===== src/rtl/pf_pkg.sv =====
package pf_pkg;

   typedef enum logic [1:0] {
      FLD_CODE = 2'd0,
      FLD_HDR  = 2'd1,
      FLD_PAY  = 2'd2,
      FLD_CRC  = 2'd3
   } fld_kind_e;

   // one serial CRC step, MSB-first shift register form
   function automatic logic [15:0] crc16_step(input logic [15:0] c,
                                              input logic        b,
                                              input logic [15:0] poly);
      logic fb;
      fb = c[15] ^ b;
      return {c[14:0], 1'b0} ^ (fb ? poly : 16'h0000);
   endfunction

endpackage


===== src/rtl/pf_crc16_bit.sv =====
module pf_crc16_bit #(
   parameter logic [15:0] POLY = 16'h1021,
   parameter logic [15:0] SEED = 16'hFFFF
) (
   input  logic        clk,
   input  logic        rst,
   input  logic        init,
   input  logic        en,
   input  logic        bit_in,
   output logic [15:0] crc_q,
   output logic [15:0] crc_next
);

   assign crc_next = pf_pkg::crc16_step(crc_q, bit_in, POLY);

   always_ff @(posedge clk) begin
      if (rst || init) crc_q <= SEED;
      else if (en)     crc_q <= crc_next;
   end

endmodule


===== src/rtl/pf_bit_shifter.sv =====
module pf_bit_shifter (
   input  logic       clk,
   input  logic       rst,
   input  logic       load,
   input  logic [7:0] load_byte,
   input  logic       advance,
   output logic       bit_out,
   output logic       valid,
   output logic       last
);

   logic [7:0] sh_q;
   logic [2:0] cnt_q;

   always_ff @(posedge clk) begin
      if (rst) begin
         sh_q  <= '0;
         cnt_q <= '0;
         valid <= 1'b0;
      end else if (load) begin
         sh_q  <= load_byte;
         cnt_q <= '0;
         valid <= 1'b1;
      end else if (advance) begin
         if (cnt_q == 3'd7) begin
            valid <= 1'b0;
         end else begin
            sh_q  <= {sh_q[6:0], 1'b0};
            cnt_q <= cnt_q + 3'd1;
         end
      end
   end

   assign bit_out = sh_q[7];
   assign last    = (cnt_q == 3'd7);

endmodule


===== src/rtl/pf_field_sel.sv =====
module pf_field_sel #(
   parameter int          CODE_W        = 32,
   parameter logic [CODE_W-1:0] ACCESS_CODE = 32'h1ACF_FC1D,
   parameter int          DEST_W        = 8,
   parameter int          SEQ_W         = 16,
   parameter int          PAYLOAD_BYTES = 256,
   parameter int          IDX_W         = 9
) (
   input  logic [IDX_W-1:0]  sel_idx,
   input  logic [DEST_W-1:0] dest_val,
   input  logic [SEQ_W-1:0]  seq_val,
   input  logic [7:0]        pay_byte,
   input  logic [7:0]        crc_hi,
   input  logic [7:0]        crc_lo,
   output logic [7:0]        byte_out,
   output pf_pkg::fld_kind_e kind
);

   localparam int CODE_B  = CODE_W / 8;
   localparam int DEST_B  = DEST_W / 8;
   localparam int SEQ_B   = SEQ_W / 8;
   localparam int DEST_AT = CODE_B;
   localparam int SEQ_AT  = CODE_B + DEST_B;
   localparam int PAY_AT  = SEQ_AT + SEQ_B;
   localparam int CRC_AT  = PAY_AT + PAYLOAD_BYTES;

   logic [7:0] code_b [CODE_B];
   logic [7:0] dest_b [DEST_B];
   logic [7:0] seq_b  [SEQ_B];

   for (genvar g = 0; g < CODE_B; g++) begin : g_code
      assign code_b[g] = ACCESS_CODE[CODE_W-1-8*g -: 8];
   end
   for (genvar g = 0; g < DEST_B; g++) begin : g_dest
      assign dest_b[g] = dest_val[DEST_W-1-8*g -: 8];
   end
   for (genvar g = 0; g < SEQ_B; g++) begin : g_seq
      assign seq_b[g] = seq_val[SEQ_W-1-8*g -: 8];
   end

   always_comb begin
      byte_out = crc_lo;
      kind     = pf_pkg::FLD_CRC;
      if (sel_idx < IDX_W'(DEST_AT)) begin
         kind = pf_pkg::FLD_CODE;
         for (int k = 0; k < CODE_B; k++)
            if (sel_idx == IDX_W'(k)) byte_out = code_b[k];
      end else if (sel_idx < IDX_W'(PAY_AT)) begin
         kind = pf_pkg::FLD_HDR;
         for (int k = 0; k < DEST_B; k++)
            if (sel_idx == IDX_W'(DEST_AT + k)) byte_out = dest_b[k];
         for (int k = 0; k < SEQ_B; k++)
            if (sel_idx == IDX_W'(SEQ_AT + k)) byte_out = seq_b[k];
      end else if (sel_idx < IDX_W'(CRC_AT)) begin
         kind     = pf_pkg::FLD_PAY;
         byte_out = pay_byte;
      end else if (sel_idx == IDX_W'(CRC_AT)) begin
         byte_out = crc_hi;
      end
   end

endmodule


===== src/rtl/pf_packet_framer.sv =====
module pf_packet_framer #(
   parameter int          PAYLOAD_BYTES = 256,
   parameter int          CODE_W        = 32,
   parameter logic [CODE_W-1:0] ACCESS_CODE = 32'h1ACF_FC1D,
   parameter int          DEST_W        = 8,
   parameter int          SEQ_W         = 16,
   parameter int          LEVEL_W       = 12,
   parameter logic [15:0] CRC_POLY      = 16'h1021,
   parameter logic [15:0] CRC_SEED      = 16'hFFFF
) (
   input  logic               clk,
   input  logic               rst,
   input  logic [LEVEL_W-1:0] fifo_level,
   input  logic [7:0]         fifo_data,
   output logic               fifo_rd_en,
   input  logic [DEST_W-1:0]  dest_id,
   output logic               out_valid,
   output logic               out_bit,
   input  logic               out_ready
);

   localparam int CODE_B  = CODE_W / 8;
   localparam int HDR_END = CODE_B + DEST_W / 8 + SEQ_W / 8;
   localparam int PAY_END = HDR_END + PAYLOAD_BYTES;
   localparam int PKT_B   = PAY_END + 2;
   localparam int IDX_W   = $clog2(PKT_B + 1);

   if (CODE_W % 8 != 0 || CODE_W < 8) begin : g_bad_code
      $error("access code width must be a positive multiple of 8");
   end
   if (DEST_W % 8 != 0 || SEQ_W % 8 != 0) begin : g_bad_hdr
      $error("header fields must be whole bytes");
   end
   if (PAYLOAD_BYTES < 1 || PAYLOAD_BYTES >= (1 << LEVEL_W)) begin : g_bad_pay
      $error("payload size must fit the fifo level width");
   end

   logic              busy_q;
   logic [IDX_W-1:0]  idx_q, idx_nxt, sel_idx;
   logic [DEST_W-1:0] dest_q;
   logic [SEQ_W-1:0]  seq_q;
   logic              fire, last, byte_done, pkt_end, start, load;
   logic [7:0]        load_byte;
   logic [15:0]       crc_q, crc_next;
   logic              crc_en;
   pf_pkg::fld_kind_e sel_kind;

   assign idx_nxt   = idx_q + IDX_W'(1);
   assign fire      = out_valid & out_ready;
   assign byte_done = fire & last;
   assign pkt_end   = byte_done & (idx_q == IDX_W'(PKT_B - 1));
   assign start     = ~busy_q & (fifo_level >= LEVEL_W'(PAYLOAD_BYTES));
   assign sel_idx   = busy_q ? idx_nxt : '0;
   assign load      = start | (byte_done & ~pkt_end);
   assign fifo_rd_en = busy_q & byte_done & ~pkt_end & (sel_kind == pf_pkg::FLD_PAY);
   assign crc_en    = fire & (idx_q >= IDX_W'(CODE_B)) & (idx_q < IDX_W'(PAY_END));

   always_ff @(posedge clk) begin
      if (rst) begin
         busy_q <= 1'b0;
         idx_q  <= '0;
         dest_q <= '0;
         seq_q  <= '0;
      end else if (start) begin
         busy_q <= 1'b1;
         idx_q  <= '0;
         dest_q <= dest_id;
      end else if (pkt_end) begin
         busy_q <= 1'b0;
         seq_q  <= seq_q + SEQ_W'(1);
      end else if (byte_done) begin
         idx_q  <= idx_nxt;
      end
   end

   pf_field_sel #(
      .CODE_W(CODE_W), .ACCESS_CODE(ACCESS_CODE), .DEST_W(DEST_W),
      .SEQ_W(SEQ_W), .PAYLOAD_BYTES(PAYLOAD_BYTES), .IDX_W(IDX_W)
   ) u_sel (
      .sel_idx(sel_idx), .dest_val(dest_q), .seq_val(seq_q),
      .pay_byte(fifo_data), .crc_hi(crc_next[15:8]), .crc_lo(crc_q[7:0]),
      .byte_out(load_byte), .kind(sel_kind)
   );

   pf_crc16_bit #(.POLY(CRC_POLY), .SEED(CRC_SEED)) u_crc (
      .clk(clk), .rst(rst), .init(start), .en(crc_en), .bit_in(out_bit),
      .crc_q(crc_q), .crc_next(crc_next)
   );

   pf_bit_shifter u_ser (
      .clk(clk), .rst(rst), .load(load), .load_byte(load_byte),
      .advance(fire), .bit_out(out_bit), .valid(out_valid), .last(last)
   );

endmodule


===== config.mk =====
export PLATFORM = sky130hd
export DESIGN_NAME = pf_packet_framer
export DESIGN_NICKNAME = d
export VERILOG_FILES = /design/src/rtl/pf_pkg.sv /design/src/rtl/pf_crc16_bit.sv /design/src/rtl/pf_bit_shifter.sv /design/src/rtl/pf_field_sel.sv /design/src/rtl/pf_packet_framer.sv
export SDC_FILE = /design/constraint.sdc
export NUM_CORES = 1
export LEC_CHECK = 0
export BUFFER_PORTS_ARGS = -buffer_cell sky130_fd_sc_hd__buf_2
export CORE_MARGIN = 2
export CORE_UTILIZATION = 55
export DETAILED_ROUTE_END_ITERATION = 7
export PLACE_DENSITY = 0.77
export SLEW_MARGIN = 25
export SYNTH_ARGS = -nofsm -noshare
export SYNTH_HDL_FRONTEND = slang
export SYNTH_SLANG_ARGS = --single-unit

===== constraint.sdc =====
create_clock -name clk -period 5.9 [get_ports clk]
set_input_delay 1.18 -clock clk [delete_from_list [all_inputs] [get_ports clk]]
set_output_delay 1.18 -clock clk [all_outputs]
set_load 0.02 [all_outputs]

==> impl_results.md <==
- Antenna Cells: 0
- # DRC: 0
- Starting Density: between 50% and 60%
- CTS tree: done
- Synth Area in Compound Gates: ~16%
- Root buf cell: clkbuf_8
- CTS Buf Count: 9
- Worst Max-Slew Pin Slew: 0.967 ns
- RSZ-0062 raised after global routing: false
- Critical Path End Type: output port
- Final Hold Viols: 0
- Post-CTS Setup Bufs: 0
- Sequential share of the synthesized area: 34.9%
- Number of global-route vias before repair: about 2,900
- Worst-path fanout max: 22
- Critical Path RT: around 4.7 ns
- Tightest Hold Check Type: reg -> reg
- H-tree Lvls: 3
- Pin count of the biggest net entering global routing: 38
- Vias after detailed routing: a little over 3,000
- Crit-path cells: ha_1 -> and2b_1 -> a31oi_4 -> nor4_4 -> o311ai_4 -> a21boi_4 -> nor2b_1 -> buf_2
- Switch Pwr: approximately 200 uW
- Status: finished clean
- Final HPWL DP: roughly 5700 um
- Reg clk slew, reported paths: about 0.060 ns
- R2R depth: 9
- Most instantiated cells after synthesis: 62 x dfxtp_1, 61 x nand2_1, 57 x nor2_1
- Mapped Cells: roughly 420
- Layout cell share with drive strength beyond 1: between 15 and 20%
- EDFF count, synth: 0
- Avg Cell Area, Syn: 8.52 um^2
- Gate power share: between 5 and 6%
- Mapped cell area: between 3000 and 4000 um^2
- Die width: around 84 um
- Setup Crit Path Kind: reg -> out
- Clock tree sinks: just over 60
- Worst EP arrival: around 3.5 ns
- RD Place Congestion: around 0.94
- Largest family of logic cells by synthesized area: simple AND/OR/NAND/NOR gates
- Die area: about 7100 um^2
- Clk pwr share: between 40% and 50%
- DRT Pass-1 Iters: 4
- Final-stage net count: 465
- CP max stage delay: around 0.90 ns
- WHS Path Cells: 2
- Post-CTS Resized: 0
- VDD IR-drop max: approximately 0.13 mV
- Final setup vio count: 0
- Top_reg_cell synth: dfxtp_1
- Worst path depth: 8
- Core area: around 6300 um^2
- DRT Wirelength: about 8000 um
- Top cell type's share of synthesized area: between 30% and 40%
- Initial antenna violation count: 0
- Worst path top cell family by delay: compound AO/OA/AOI/OAI gates
- Leading area contributor after synthesis: dfxtp_1
- Rows: 29
- Drt via density: approximately 6
- Hold-fix buffers at CTS: 0
- First-pass GRT wire length: approximately 14,000 um
- Max Freq: 0.215 GHz
- Critical path's slowest cell: dfxtp_1
- Register share of total power: between 40% and 50%
- Synth Area in XOR/XNOR: a little over 8%
- Dominant cells by area after synthesis: dfxtp_1 35%, mux2i_1 9.3%, nand2_1 6.4%, nor2_1 6.0%, xor2_1 4.4%
- Synth Area in Adders: roughly 1.8%
- Buf/Inv on CP: 1
- Cell-internal power: between 700 and 800 uW
- Distinct cells, synth: between 60 and 70
- Max-Cap Viols: 0
- Most numerous cell in the Yosys netlist: dfxtp_1
- Synth Warn #: 0
- Power Density: approximately 230 nW/um^2
- Post-DP Area: about 3700 um^2
- Gr usage total: between 20% and 30%
- Post-route ant nets: 0
- Reg area: 1240 um^2
- Crit start category: flip-flop
- Multi-input logic area: 2160 um^2
- Tot Pwr: 911 uW
- FILL cells: between 500 and 600
- Switching Share: ~22%
- Mux share of post-synthesis cell area: 9.62%
- Die Ht: 84.4 um
- Seq cells post-synth: 62
- Min Tclk post-route: roughly 4.7 ns
- Max Buffers Root-to-Sink: 2
- Routed WL per cell: roughly 16 um
- PortBufs: 25
- Clock Latency Late Sink: roughly 0.35 ns
- Layout Skew: ~0.01 ns
- Post-Syn Nets: roughly 450
- Final Slew Violations: 0
- Relative slew margins: a little over a third
- Area grow syn2layout: 9.26%
- Synth async-reset ratio: 0%
- Setup Total Neg Slack: 0 ns
- Total grt overflow: 0
- Final period utilization: about four fifths
- Design Area, Final: about 3900 um^2
- Simple-gate share of the synthesized area: 25.4%
- Pleak: approximately 1.6 nW
- 1st-iter DRT viols: 284
- IO Count: 34
final cells by class:
type                       instances  share of cell area, %
clock buffer                      11                   3.90
clock inverter                     4                   1.81
inverter                           7                  0.677
multi-input combinational        323                   55.7
sequential                        62                   32.0
tap                               77                   2.48
timing repair buffer              26                   3.42
cell families (layout without fill, tap and decap cells):
family / Yosys count / after routing
adders and majority gates: 5 / 5
and+or+nand+nor: 180 / 180
muxes: 34 / 34
DFF: 62 / 62
buffers and inverters: 32 / 48
xor gates and xnor gates: 32 / 32
AOI/OAI and AO/OA: 72 / 72
flip-flops by register name (all words and copies together) (netlist names):
register     flops
dest_q           8
u_ser.cnt_q      3
seq_q           16
idx_q            9
u_ser.sh_q       8
u_ser.valid      1
busy_q           1
u_crc.crc_q     16
metal layers:
layer  wire length, um  vias to the layer above  share of wire, %  GRT usage [%]
li1                  -                     1491                 -              -
met1              3650                     1434                46           30.8
met2              3730                       80                47           39.2
met3               421                       18               5.3           6.69
met4               203                        0               2.5           10.5
met5                 0                        -                 0              0
path summary, 6_finish.rpt:
path,slack [ns],to,from
setup / recovery,1.25,fifo_rd_en,idx_q[0]
hold / removal,0.46,u_ser.cnt_q[2],u_ser.cnt_q[2]
setup reg to reg,2.34,u_ser.sh_q[2],idx_q[0]
hold reg to reg,0.46,u_ser.cnt_q[2],u_ser.cnt_q[2]
worst register-to-register path, delay by kind of cell, from the launching register on:
| kind | cells | cell delay, ns |
|---|---|---|
| multiplexers | 1 | 0.21 |
| AND/OR/NAND/NOR | 4 | 1.00 |
| buffers and inverters | 1 | 0.20 |
| adder cells (fa/ha/maj) | 1 | 0.58 |
| flip-flops | 1 | 0.90 |
| AO/OA/AOI/OAI | 2 | 0.53 |
layout by cell type (no fill, tap or decap), types with 4 or more instances in the layout:
master | netlist | final
o211a_1 | 5 | 5
nor3_1 | 7 | 7
nand4_1 | 5 | 5
o21ai_0 | 17 | 17
dfxtp_1 | 62 | 62
nor2_1 | 57 | 56
a21oi_1 | 10 | 10
clkbuf_8 | 0 | 11
nand2_1 | 61 | 61
buf_2 | 6 | 25
xor2_1 | 18 | 18
mux2i_1 | 33 | 33
and3_1 | 4 | 4
nand3_1 | 14 | 14
o22ai_1 | 4 | 4
o31ai_1 | 5 | 5
xnor2_1 | 13 | 13
ha_1 | 5 | 5
inv_1 | 7 | 7
power by group through the flow:
stage / clock network (mW) / logic [mW] / registers [mW]
6_report: 0.423 / 0.0536 / 0.434
5_1_grt: 0.444 / 0.0603 / 0.435
4_1_cts: 0.426 / 0.0534 / 0.434
3_5_place_dp: 0 / 0.0529 / 0.443
3_3_place_gp: 0 / 0.0523 / 0.443
2_1_floorplan: 0 / 0.0373 / 0.441
through the flow:
stage	instances	util, %	worst slack, ns	hold slack [ns]
final	510	61.5	1.25	0.463
after global routing	510	61.5	1.04	0.497
after CTS	510	61.4	1.28	0.463
after detailed placement	495	57.9	1.65	0.455
after global placement	495	57.9	1.67	0.447
after floorplan	417	-	2.27	0.439
Power figures use the tool's default switching activity.
